**src/rtl/uart_evt_pkg.sv**
```systemverilog
package uart_evt_pkg;
  localparam int unsigned N_SRC    = 6;
  localparam int unsigned N_STICKY = 4;
  localparam int unsigned SRC_TXE  = 0;
  localparam int unsigned SRC_TXS  = 1;
  localparam int unsigned SRC_RER  = 2;
  localparam int unsigned SRC_RXF  = 3;
  localparam int unsigned SRC_BRK  = 4;
  localparam int unsigned SRC_RDY  = 5;

  // status bit that each sticky flag occupies
  localparam int unsigned STICKY_POS [N_STICKY] = '{SRC_TXS, SRC_RER, SRC_BRK, SRC_RDY};

  localparam logic [N_SRC-1:0] FIFO_SRC_MASK = N_SRC'((1 << SRC_TXE) | (1 << SRC_RXF));
endpackage

```
**src/rtl/uart_evt_level_cmp.sv**
```systemverilog
module uart_evt_level_cmp #(
  parameter int unsigned CNT_W = 5
) (
  input  logic [CNT_W-1:0] tx_count_i,
  input  logic [CNT_W-1:0] tx_trig_i,
  input  logic [CNT_W-1:0] rx_count_i,
  input  logic [CNT_W-1:0] rx_trig_i,
  output logic             tx_low_o,
  output logic             rx_fill_o
);
  assign tx_low_o  = (tx_count_i <= tx_trig_i);
  assign rx_fill_o = (rx_count_i >= rx_trig_i);
endmodule

```
**src/rtl/uart_evt_flag_bank.sv**
```systemverilog
module uart_evt_flag_bank #(
  parameter int unsigned N = 4
) (
  input  logic         clk_i,
  input  logic         rst_ni,
  input  logic [N-1:0] set_i,
  input  logic         rd_i,
  input  logic         wr_i,
  input  logic [N-1:0] wdata_i,
  output logic [N-1:0] flag_o
);
  logic [N-1:0] flag_q, armed_q;

  for (genvar g = 0; g < N; g++) begin : g_flag
    logic clr;
    assign clr = wr_i && !wdata_i[g] && armed_q[g];

    always_ff @(posedge clk_i or negedge rst_ni) begin
      if (!rst_ni) begin
        flag_q[g]  <= 1'b0;
        armed_q[g] <= 1'b0;
      end else if (set_i[g]) begin
        flag_q[g]  <= 1'b1;       // new event wins over a clear
        armed_q[g] <= 1'b0;
      end else if (clr) begin
        flag_q[g]  <= 1'b0;
        armed_q[g] <= 1'b0;
      end else if (rd_i && flag_q[g]) begin
        armed_q[g] <= 1'b1;
      end
    end

    assert_sticky_hold_R3: assert property (@(posedge clk_i) disable iff (!rst_ni)
      flag_q[g] && !(wr_i && !wdata_i[g]) |=> flag_q[g]);

    assert_clear_by_write_R4: assert property (@(posedge clk_i) disable iff (!rst_ni)
      $fell(flag_q[g]) |-> $past(wr_i && !wdata_i[g]));

    assert_set_by_event_R3: assert property (@(posedge clk_i) disable iff (!rst_ni)
      set_i[g] |=> flag_q[g]);
  end

  assign flag_o = flag_q;
endmodule

```
**src/rtl/uart_evt_router.sv**
```systemverilog
module uart_evt_router
  import uart_evt_pkg::*;
(
  input  logic             clk_i,
  input  logic             rst_ni,
  input  logic             sync_mode_i,
  input  logic             dma_mode_i,
  input  logic [N_SRC-1:0] src_i,
  input  logic [N_SRC-1:0] en_i,
  output logic             irq_o,
  output logic             tx_dma_o,
  output logic             rx_dma_o
);
  logic [N_SRC-1:0] keep_sync, drop_dma, irq_vec;
  logic irq_q, tx_dma_q, rx_dma_q;

  assign keep_sync = sync_mode_i ? FIFO_SRC_MASK : '1;
  assign drop_dma  = dma_mode_i  ? FIFO_SRC_MASK : '0;
  assign irq_vec   = src_i & en_i & keep_sync & ~drop_dma;

  always_ff @(posedge clk_i or negedge rst_ni) begin
    if (!rst_ni) begin
      irq_q    <= 1'b0;
      tx_dma_q <= 1'b0;
      rx_dma_q <= 1'b0;
    end else begin
      irq_q    <= |irq_vec;
      tx_dma_q <= dma_mode_i && en_i[SRC_TXE] && src_i[SRC_TXE];
      rx_dma_q <= dma_mode_i && en_i[SRC_RXF] && src_i[SRC_RXF];
    end
  end

  assign irq_o    = irq_q;
  assign tx_dma_o = tx_dma_q;
  assign rx_dma_o = rx_dma_q;

  assert_irq_has_cause_R5: assert property (@(posedge clk_i) disable iff (!rst_ni)
    $rose(irq_o) |-> $past(|(src_i & en_i)));

  assert_sync_masks_R6: assert property (@(posedge clk_i) disable iff (!rst_ni)
    sync_mode_i && !dma_mode_i && !(|(src_i & en_i & FIFO_SRC_MASK)) |=> !irq_o);

  assert_tx_dma_drop_R7: assert property (@(posedge clk_i) disable iff (!rst_ni)
    !src_i[SRC_TXE] |=> !tx_dma_o);

  assert_rx_dma_drop_R8: assert property (@(posedge clk_i) disable iff (!rst_ni)
    !src_i[SRC_RXF] |=> !rx_dma_o);

  assert_no_dma_outside_mode_R9: assert property (@(posedge clk_i) disable iff (!rst_ni)
    !dma_mode_i |=> !tx_dma_o && !rx_dma_o);

  assert_fifo_src_not_irq_R9: assert property (@(posedge clk_i) disable iff (!rst_ni)
    dma_mode_i && !(|(src_i & en_i & ~FIFO_SRC_MASK)) |=> !irq_o);
endmodule

```
**src/rtl/uart_evt_req_unit.sv**
```systemverilog
module uart_evt_req_unit
  import uart_evt_pkg::*;
#(
  parameter int unsigned FIFO_DEPTH = 16,
  localparam int unsigned CNT_W = $clog2(FIFO_DEPTH + 1)
) (
  input  logic                clk_i,
  input  logic                rst_ni,
  input  logic                sync_mode_i,
  input  logic                dma_mode_i,
  input  logic [N_SRC-1:0]    src_en_i,
  input  logic [CNT_W-1:0]    tx_count_i,
  input  logic [CNT_W-1:0]    tx_trig_i,
  input  logic [CNT_W-1:0]    rx_count_i,
  input  logic [CNT_W-1:0]    rx_trig_i,
  input  logic [N_STICKY-1:0] evt_i,
  input  logic                stat_rd_i,
  input  logic                stat_wr_i,
  input  logic [N_SRC-1:0]    stat_wdata_i,
  output logic [N_SRC-1:0]    status_o,
  output logic                irq_o,
  output logic                tx_dma_req_o,
  output logic                rx_dma_req_o
);
  logic tx_low, rx_fill;
  logic [N_STICKY-1:0] sticky_wdata, sticky_flags;
  logic [N_SRC-1:0] status;

  uart_evt_level_cmp #(.CNT_W(CNT_W)) i_level_cmp (
    .tx_count_i (tx_count_i),
    .tx_trig_i  (tx_trig_i),
    .rx_count_i (rx_count_i),
    .rx_trig_i  (rx_trig_i),
    .tx_low_o   (tx_low),
    .rx_fill_o  (rx_fill)
  );

  for (genvar g = 0; g < N_STICKY; g++) begin : g_map
    assign sticky_wdata[g]         = stat_wdata_i[STICKY_POS[g]];
    assign status[STICKY_POS[g]]   = sticky_flags[g];
  end
  assign status[SRC_TXE] = tx_low;
  assign status[SRC_RXF] = rx_fill;

  uart_evt_flag_bank #(.N(N_STICKY)) i_flag_bank (
    .clk_i   (clk_i),
    .rst_ni  (rst_ni),
    .set_i   (evt_i),
    .rd_i    (stat_rd_i),
    .wr_i    (stat_wr_i),
    .wdata_i (sticky_wdata),
    .flag_o  (sticky_flags)
  );

  uart_evt_router i_router (
    .clk_i       (clk_i),
    .rst_ni      (rst_ni),
    .sync_mode_i (sync_mode_i),
    .dma_mode_i  (dma_mode_i),
    .src_i       (status),
    .en_i        (src_en_i),
    .irq_o       (irq_o),
    .tx_dma_o    (tx_dma_req_o),
    .rx_dma_o    (rx_dma_req_o)
  );

  assign status_o = status;

  assert_level_status_R1: assert property (@(posedge clk_i) disable iff (!rst_ni)
    (tx_count_i > tx_trig_i) |-> !status_o[SRC_TXE]);
endmodule

```
**config.mk**
```make
export PLATFORM = sky130hd
export DESIGN_NAME = uart_evt_req_unit
export DESIGN_NICKNAME = d
export VERILOG_FILES = /design/src/rtl/uart_evt_pkg.sv /design/src/rtl/uart_evt_level_cmp.sv /design/src/rtl/uart_evt_flag_bank.sv /design/src/rtl/uart_evt_router.sv /design/src/rtl/uart_evt_req_unit.sv
export SDC_FILE = /design/constraint.sdc
export NUM_CORES = 1
export LEC_CHECK = 0
export BUFFER_PORTS_ARGS = -buffer_cell sky130_fd_sc_hd__buf_4
export CAP_MARGIN = 40
export CORE_MARGIN = 1.5
export CORE_UTILIZATION = 35
export DETAILED_ROUTE_END_ITERATION = 10
export MAX_ROUTING_LAYER = met4
export PLACE_DENSITY = 0.7
export SYNTH_ARGS = -nofsm -noshare
export SYNTH_HDL_FRONTEND = slang
export SYNTH_SLANG_ARGS = --single-unit
```
**constraint.sdc**
```tcl
create_clock -name clk_i -period 1.2 [get_ports clk_i]
set_input_delay 0 -clock clk_i [delete_from_list [all_inputs] [get_ports clk_i]]
set_output_delay 0 -clock clk_i [all_outputs]
set_load 0.005 [all_outputs]
```
# Yosys cells after proc, flatten, opt, wreduce, memory -nomap -nowiden
# Cells that the tools add are included.
[totals] register_bits=11 in_bits=42 output_inout_bits=9 word_cells=68
[op_classes] order_cmp=2 mux=22 bitwise=4 reduce_logical=29
[ops] cell="$mux 1" n=20
[ops] cell="$and 6x6->6" n=3
[ops] cell="$logic_and 1x1->1" n=16
[ops] cell="$reduce_bool 3->1" n=4
[ops] cell="$reduce_bool 2->1" n=4
[ops] cell="$mux 6" n=1
[ops] cell="$not 6->6" n=1
[ops] cell="$reduce_or 6->1" n=1
[ops] cell="$ge 5x5->1" n=1
[ops] cell="$le 5x5->1" n=1
[ops] cell="$logic_not 1->1" n=4
[ops] cell="$mux 4" n=1

# Logic depth before layout (Yosys ltp)
# Gate-level depths: netlist of run 1.
[logic_depth] word_depth=5 ltp_mapped=6 mapped_depth_nobuf=6

# Modules after synthesis
# A second synthesis of run 1 with hierarchy kept.
[hier_totals] hier_cells=80 hier_area_um2=777.0
[by_module_without_submodules] module="uart_evt_flag_bank" n_inst=1 cells_per_inst=36 area_each_um2=400.4 seq_area_each_um2=200.2
[by_module_without_submodules] module="uart_evt_level_cmp" n_inst=1 cells_per_inst=33 area_each_um2=236.5 seq_area_each_um2=0.0
[by_module_without_submodules] module="uart_evt_router" n_inst=1 cells_per_inst=9 area_each_um2=125.1 seq_area_each_um2=75.1
[by_module_without_submodules] module="uart_evt_req_unit" n_inst=1 cells_per_inst=2 area_each_um2=15.0 seq_area_each_um2=0.0

# Worst setup path before layout of run 1
# OpenSTA, ideal clock, no wires.
[synth_path] kind="input -> register" start="in rx_trig_i[3]" end="reg i_router.irq_q, in the netlist i_router.irq_o" setup_ps=126 arrival_time_ps=992 required_time_ps=1074 slack_ps=81 cell_stages=6 n_path_buf=0 cell_sequence="inv_1 -> ha_1 -> a21o_1 -> a21oi_1 -> o21ai_1 -> a311o_1"
[synth_via] elab_chain_len=5
[synth_rtl] item="from (decl)" line_no="uart_evt_req_unit.sv:15" text="input logic [CNT_W-1:0] rx_trig_i,"
[synth_rtl] item="$ge 5x5->1" line_no="uart_evt_level_cmp.sv:12" text="assign rx_fill_o = (rx_count_i >= rx_trig_i);"
[synth_rtl] item="via i_level_cmp.rx_fill_o" line_no="uart_evt_level_cmp.sv:9" text="output logic rx_fill_o"
[synth_rtl] item="$and 6x6->6 (3 in a row)" line_no="uart_evt_router.sv:19" text="assign irq_vec = src_i & en_i & keep_sync & ~drop_dma;"
[synth_rtl] item="$reduce_or 6->1" line_no="uart_evt_router.sv:27" text="irq_q <= |irq_vec;"
[synth_rtl] item="to (signal assigned)" line_no="uart_evt_router.sv:27"
[synth_rtl] item="to (decl)" line_no="uart_evt_router.sv:15" text="logic irq_q, tx_dma_q, rx_dma_q;"
# The timed path passes the listed nets, and every way through them passes these cells.
# A chain may end at the register's enable or synchronous reset.

# Final worst setup path of run 1
[layout_path] start="reg i_flag_bank.flag_q[0], in the netlist i_flag_bank.flag_o[0]" end="reg i_router.irq_q, in the netlist i_router.irq_o"
[layout_via] elab_chain_len=4
[layout_rtl] item="from (decl)" line_no="uart_evt_flag_bank.sv:12" text="logic [N-1:0] flag_q, armed_q;"
[layout_rtl] item="from (signal, indexed assignment)" line_no="uart_evt_flag_bank.sv:20" text="flag_q[g] <= 1'b0;"
[layout_rtl] item="from (signal, indexed assignment)" line_no="uart_evt_flag_bank.sv:23" text="flag_q[g] <= 1'b1;"
[layout_rtl] item="from (signal, indexed assignment)" line_no="uart_evt_flag_bank.sv:26" text="flag_q[g] <= 1'b0;"
[layout_rtl] item="$and 6x6->6 (3 in a row)" line_no="uart_evt_router.sv:19"
[layout_rtl] item="$reduce_or 6->1" line_no="uart_evt_router.sv:27"
# No other way between the ends.

==> reports/qor.yml, run 1 <==
synth-xor-area-share: 0
grt_pass1_vias: 822
cp.required_ns: 1.34
crit_fanout: 4
synth-simple-area-share: 0.144
syn_area_sq_um: 721
cp-startpoint: "i_flag_bank.flag_o[0]"
synthAdderAreaFrac: 0.174
synthDistinctLibCells: 19
worstHoldPathType: "primary input to flop"
cap_violations: 0
pre_cts_ws_ns: -0.0860
rr_endpoint: "i_router.irq_o"
fin_crit_ns: 1.11
status: "finished, final reports clean"
synth_mux_area_frac: 0
setup_slack_ns: 0.0875
dp.cells: 153
viasPerCell: 4.77
die_area_sq_mm: 0.00234
dieHeight_um: 48.4
grt_first_pass_wirelength_mm: 3.24
cts.htree.levels: 1
power_uw: 947
min_period_over_period: 0.927
ys_seq_area_frac: 0.382
track_usage: 0.176
async_flop_share: 1.00
power.density_mw_per_mm2: 774
avgSynthCellArea_sq_um: 9.36
finalNetCount: 190
final_cell_count_no_fill: 164
ys_warn_count: 0
r2r-start: "i_flag_bank.flag_o[0]"
critPathKind: "flop to flop"
end_kind: "flop"
syn-instance-count: 77
start_util: 0.371
finish.utilization: 0.630
cts_made_buffers: 3
yosysMostFrequentCell: "inv_1"
cts_tree: "yes"
p_leak_nw: 0.648
regToRegSetupSlack_ns: 0.09
insertion_delay_ns: 0.26
synth.largest_area_cell: "dfrtp_1"
dr.pass1.iters: 2
synth-compound-area-share: 0.207
cts.sinks: 11
startpoint_type: "flop"
routed_wl_mm: 1.79
core_sq_mm: 0.00194
area_delta_synth_final_pct: 69.8
ios: 51
synth_area_leaders: "dfrtp_1 38%, ha_1 17%, nand3b_1 8.3%"
ant_nets: 0
yosys-top-cells-count: "14 x inv_1, 11 x dfrtp_1, 10 x ha_1"
drt-initial-drc-count: 1
fmax_mhz: 899
grt_max_degree: 12
ys.flop_type: "dfrtp_1"
port_buffers: 48
overflow: 0
pwr-share-seq: 0.431
rows: 16
hold_viol: 0
switching_share: 0.249
synth_edf_count: 0
root_buffer: "clkbuf_4"
tightest_slew_ns: 0.222
rsz0062_at_grt: "no"
die_x_um: 48.4
cp.arrival_ns: 1.25
holdPathStages: 2
place_area_sq_mm: 0.00112
vias: 783
place_congestion: 0.756
synth_top_family_by_area: "compound AO/OA/AOI/OAI gates"
r2r_cells: 3
cp-endpoint: "i_router.irq_o"
synth_fp_nets: 129
hpwlAfterDp_mm: 1.46
ys_ff_latch: 11
slew_headroom: 0.851
switchingPower_uw: 236
p_int_uw: 711
grt_antenna_before_repair: 0
fin_skew_ns: 0.00253
drive_above_1_share: 0.401
worst_hold_startpoint: "dma_mode_i"
wl_per_cell_um: 10.9
slew_viol_final: 0
p_clk_frac: 0.256
path_clk_slew_ns: 0.07
setup_viol: 0
clock_path_buffers: 2
pwr-share-comb: 0.314
irDropWorstVdd_uv: 490
n_antenna_cell: 0
fin_area_sq_mm: 0.00122
drc: 0
synth_top_area_share: 0.382
==> stage by stage <==
| step | hold WS, ns | setup TNS, ns |
|---|---|---|
| floorplan | -0.296 | 0 |
| global placement | -0.158 | -0.0677 |
| detailed placement | -0.157 | -0.0860 |
| CTS | 0.000121 | 0 |
| global route | 0.0133 | 0 |
| finish | 0.00556 | 0 |
==> per-layer routing <==
metal | vias to the layer above | GRT usage | share of wire
li1 | 394 | - | -
met1 | 349 | 0.202 | 0.41
met2 | 40 | 0.306 | 0.50
met3 | 0 | 0.0401 | 0.086
met4 | 0 | 0.0571 | 0
met5 | - | - | 0
==> timing repair <==
| action | CTS | global route |
|---|---|---|
| setup endpoints to repair | 0 | 1 |
| buffers inserted | 0 | 0 |
| endpoints found under the hold margin | 22 | 0 |
| resized for setup | 0 | 1 |
| hold buffers | 7 | 0 |
==> logic make-up after synthesis <==
group                      after synthesis
buffers and inverters                   16
AOI/OAI and AO/OA                       24
adders and majority gates               10
and+or+nand+nor                         16
DFF                                     11
==> cells in the final DEF (no fill, tap or decap), drive strengths merged <==
cell and count:
a311o 1, o21ai 5, nand2 2, dlygate4sd3 7
nand3 1, a21oi 9, a21o 5, and3 2
dfrtp 11, or2 1, nand4 1, inv 14
nand3b 8, a211oi 1, clkbuf 4, nand2b 1
o221ai 1, buf 51, a22oi 2, ha 10
==> worst min path at each step <==
| stage | to | slack, ns |
|---|---|---|
| detailed placement | i_flag_bank.flag_o[0] | -0.16 |
| global route | i_router.rx_dma_o | 0.01 |
| finish | i_router.rx_dma_o | 0.006 |
| floorplan | i_flag_bank.armed_q[0] | -0.30 |
| CTS | i_router.rx_dma_o | 0.0001 |
| global placement | i_flag_bank.flag_o[0] | -0.16 |
==> critical path, cell delays in order (launching register included) <==
cell	delay (ns)
dfrtp_1	0.42
a22oi_2	0.16
a21oi_1	0.10
a311o_1	0.32
==> layout make-up <==
class / count / area, sq um
clock buffers: 4 / 26.3
repair buffers: 58 / 453
fillers: 162 / 718
inverters: 14 / 52.6
well taps: 27 / 33.8
flip-flops and latches: 11 / 275
multi-input cells: 50 / 383
==> power by group through the flow <==
stage / registers, mW / logic (mW) / clock network (mW)
after floorplan: 0.416 / 0.114 / 0
after global placement: 0.414 / 0.271 / 0
after detailed placement: 0.415 / 0.279 / 0
after CTS: 0.408 / 0.300 / 0.252
after global routing: 0.411 / 0.332 / 0.264
final: 0.408 / 0.297 / 0.242
==> state kept, by name, indices dropped and copies added, names as in the netlist <==
register             flops
i_router.rx_dma_o        1
i_router.tx_dma_o        1
i_flag_bank.flag_o       4
i_router.irq_o           1
i_flag_bank.armed_q      4
(Power assumes the default switching activity.)
==> run 2, diff against run 1 <==
- PLACE_DENSITY: 0.7 -> 0.79
- clock period: 1.2 -> 1.24 ns (I/O delays scaled with it)
==> run 2 against run 1 <==
  * Wire length up 2.9%
  * Maximum frequency is 0.67% lower
  * Die area did not move
  * Sequential power decreased by 2%
  * Clock power is 5% lower
  * Global-route usage down 0.33 points
  * Critical path depth unchanged
  * Design area down 0.41%
  * Non-clock buffer count down 1
  * Combinational power decreased by 1%
  * Sequential share of layout area rose by 0.092 points
  * Count of clock-buffer cells in the layout stayed put
==> reports/qor.yml, run 2 (same netlist as run 1, synthesis figures left out) <==
post-cts-setup-buffers: 0  # unchanged
grt_antenna_before_repair: 0  # unchanged
track_usage: 0.173  # -0.00328
tightest_slew_ns: 0.218  # -0.00438 ns
holdPathStages: 3  # +1
power_uw: 921  # -2.7%
cap_violations: 0  # unchanged
r2r-start: "i_flag_bank.flag_o[2]"
wl_per_cell_um: 11.3  # +3.5%
critPathKind: "flop to flop"
clock_path_buffers: 2  # unchanged
fin_crit_ns: 1.12  # +0.00748 ns
cp.required_ns: 1.38  # +0.04 ns
switchingPower_uw: 229  # -2.8%
dr.pass1.iters: 4  # +2
path_cells: "a22oi_2 -> a21oi_1 -> a311o_1"
startpoint_type: "flop"
port_buffers: 48  # unchanged
cts_tree: "yes"
whs_endpoint: "i_flag_bank.armed_q[3]"
grt_max_degree: 12  # unchanged
fillers: 149  # -8.0%
irDropWorstVdd_uv: 424  # -14%
worstHoldPathType: "primary input to flop"
pwr-share-comb: 0.318  # +0.004
final_cell_count_no_fill: 163  # -0.61%
grt_first_pass_wirelength_mm: 3.05  # -5.8%
p_int_uw: 692  # -2.7%
root_buffer: "clkbuf_4"
layout_common_cells: "49 x buf_4, 14 x inv_1, 11 x dfrtp_1"
rr_endpoint: "i_router.irq_o"
final_common_cell: "buf_4"
cp_slowest_stage_delay_ns: 0.42  # about the same
overflow: 0  # unchanged
end_kind: "flop"
r2r_cells: 3  # unchanged
path_clk_slew_ns: 0.06  # about the same
die_x_um: 48.4  # unchanged
ant_nets: 0  # unchanged
n_antenna_cell: 0  # unchanged
place_congestion: 0.724  # -4.2%
p_leak_nw: 0.644  # -0.56%
place_area_sq_mm: 0.00111  # -1.3%
dieHeight_um: 48.4  # unchanged
cp.arrival_ns: 1.26  # about the same
fin_skew_ns: 0.000339  # -0.00219 ns
ios: 51  # unchanged
min_period_over_period: 0.903  # -0.0239
cts.sinks: 11  # unchanged
finish.utilization: 0.628  # -0.00258
power.density_mw_per_mm2: 756  # -2.3%
fmax_mhz: 893  # -0.67%
core_sq_mm: 0.00194  # unchanged
fin_area_sq_mm: 0.00122  # -0.41%
status: "finished, final reports clean"
regToRegSetupSlack_ns: 0.12  # +0.03 ns
drive_above_1_share: 0.390  # -0.0118
switching_share: 0.249  # about the same
cts_made_buffers: 3  # unchanged
finalNetCount: 189  # -0.53%
rows: 16  # unchanged
start_util: 0.371  # unchanged
cts.htree.levels: 1  # unchanged
setup_viol: 0  # unchanged
drt-initial-drc-count: 4  # +3
routed_wl_mm: 1.84  # +2.9%
crit_slowest_cell: "dfrtp_1"
vias: 772  # -1.4%
hpwlAfterDp_mm: 1.53  # +4.3%
dp.cells: 151  # -1.3%
hold_viol: 0  # unchanged
viasPerCell: 4.74  # -0.80%
area_delta_synth_final_pct: 69.1
slew_headroom: 0.854  # +0.00294
rsz0062_at_grt: "no"
worst_hold_startpoint: "stat_rd_i"
die_area_sq_mm: 0.00234  # unchanged
slew_viol_final: 0  # unchanged
crit_fanout: 4  # unchanged
grt_pass1_vias: 754  # -8.3%
pwr-share-seq: 0.432  # about the same
p_clk_frac: 0.250  # -0.006
drc: 0  # unchanged
insertion_delay_ns: 0.26  # about the same
[run 2: what timing repair did]
action	4_1_cts	5_1_grt
endpoints found under the hold margin	22	0
resized for setup	0	1
hold buffers	8	0
endpoints found under the setup margin	0	1
[run 2: metal layers]
metal | up-vias | GRT usage | share of wire
li1 | 392 | - | -
met1 | 336 | 0.183 | 0.40
met2 | 44 | 0.308 | 0.52
met3 | 0 | 0.0525 | 0.087
met4 | 0 | 0.0571 | 0
met5 | - | - | 0
[run 2: layout make-up]
| class | count | area, sq um | share of cell area |
|---|---|---|---|
| Sequential cell | 11 | 275 | 0.226 |
| Inverter | 14 | 52.6 | 0.0431 |
| Tap cell | 27 | 33.8 | 0.0277 |
| Clock buffer | 4 | 26.3 | 0.0216 |
| Timing Repair Buffer | 57 | 448 | 0.368 |
| Multi-Input combinational cell | 50 | 383 | 0.314 |
[run 2: how the worst max path moves through the flow]
stage,from,endpoint,slack (ns),cells after the start
after global routing,i_flag_bank.flag_o[0],i_router.irq_o,0.004,3
after CTS,i_flag_bank.flag_o[1],i_router.irq_o,0.06,3
final,i_flag_bank.flag_o[2],i_router.irq_o,0.12,3
after detailed placement,tx_count_i[4],i_router.irq_o,-0.05,6
after floorplan,rx_trig_i[3],i_router.irq_o,0.12,6
after global placement,rx_count_i[3],i_router.irq_o,-0.01,6
[run 2: power by group through the flow]
stage / Clock [mW] / Combinational [mW] / Sequential, mW
after floorplan: 0 / 0.111 / 0.403
after global placement: 0 / 0.261 / 0.402
after detailed placement: 0 / 0.273 / 0.404
after CTS: 0.245 / 0.294 / 0.397
after global routing: 0.256 / 0.328 / 0.400
final: 0.231 / 0.293 / 0.398
[run 2: worst max-delay path: cells and delay by family, from the launching register on]
family,cells,cell delay (ns)
AOI/OAI and AO/OA,3,0.59
DFF,1,0.42
[run 2: metrics by stage]
step / TNS, ns / hold slack, ns / worst slack (ns)
2_1_floorplan: 0 / -0.296 / 0.121
3_3_place_gp: -0.0139 / -0.161 / -0.0139
3_5_place_dp: -0.0498 / -0.161 / -0.0498
4_1_cts: 0 / 0.0322 / 0.0610
5_1_grt: 0 / 0.0421 / 0.00432
6_report: 0 / 0.0417 / 0.120
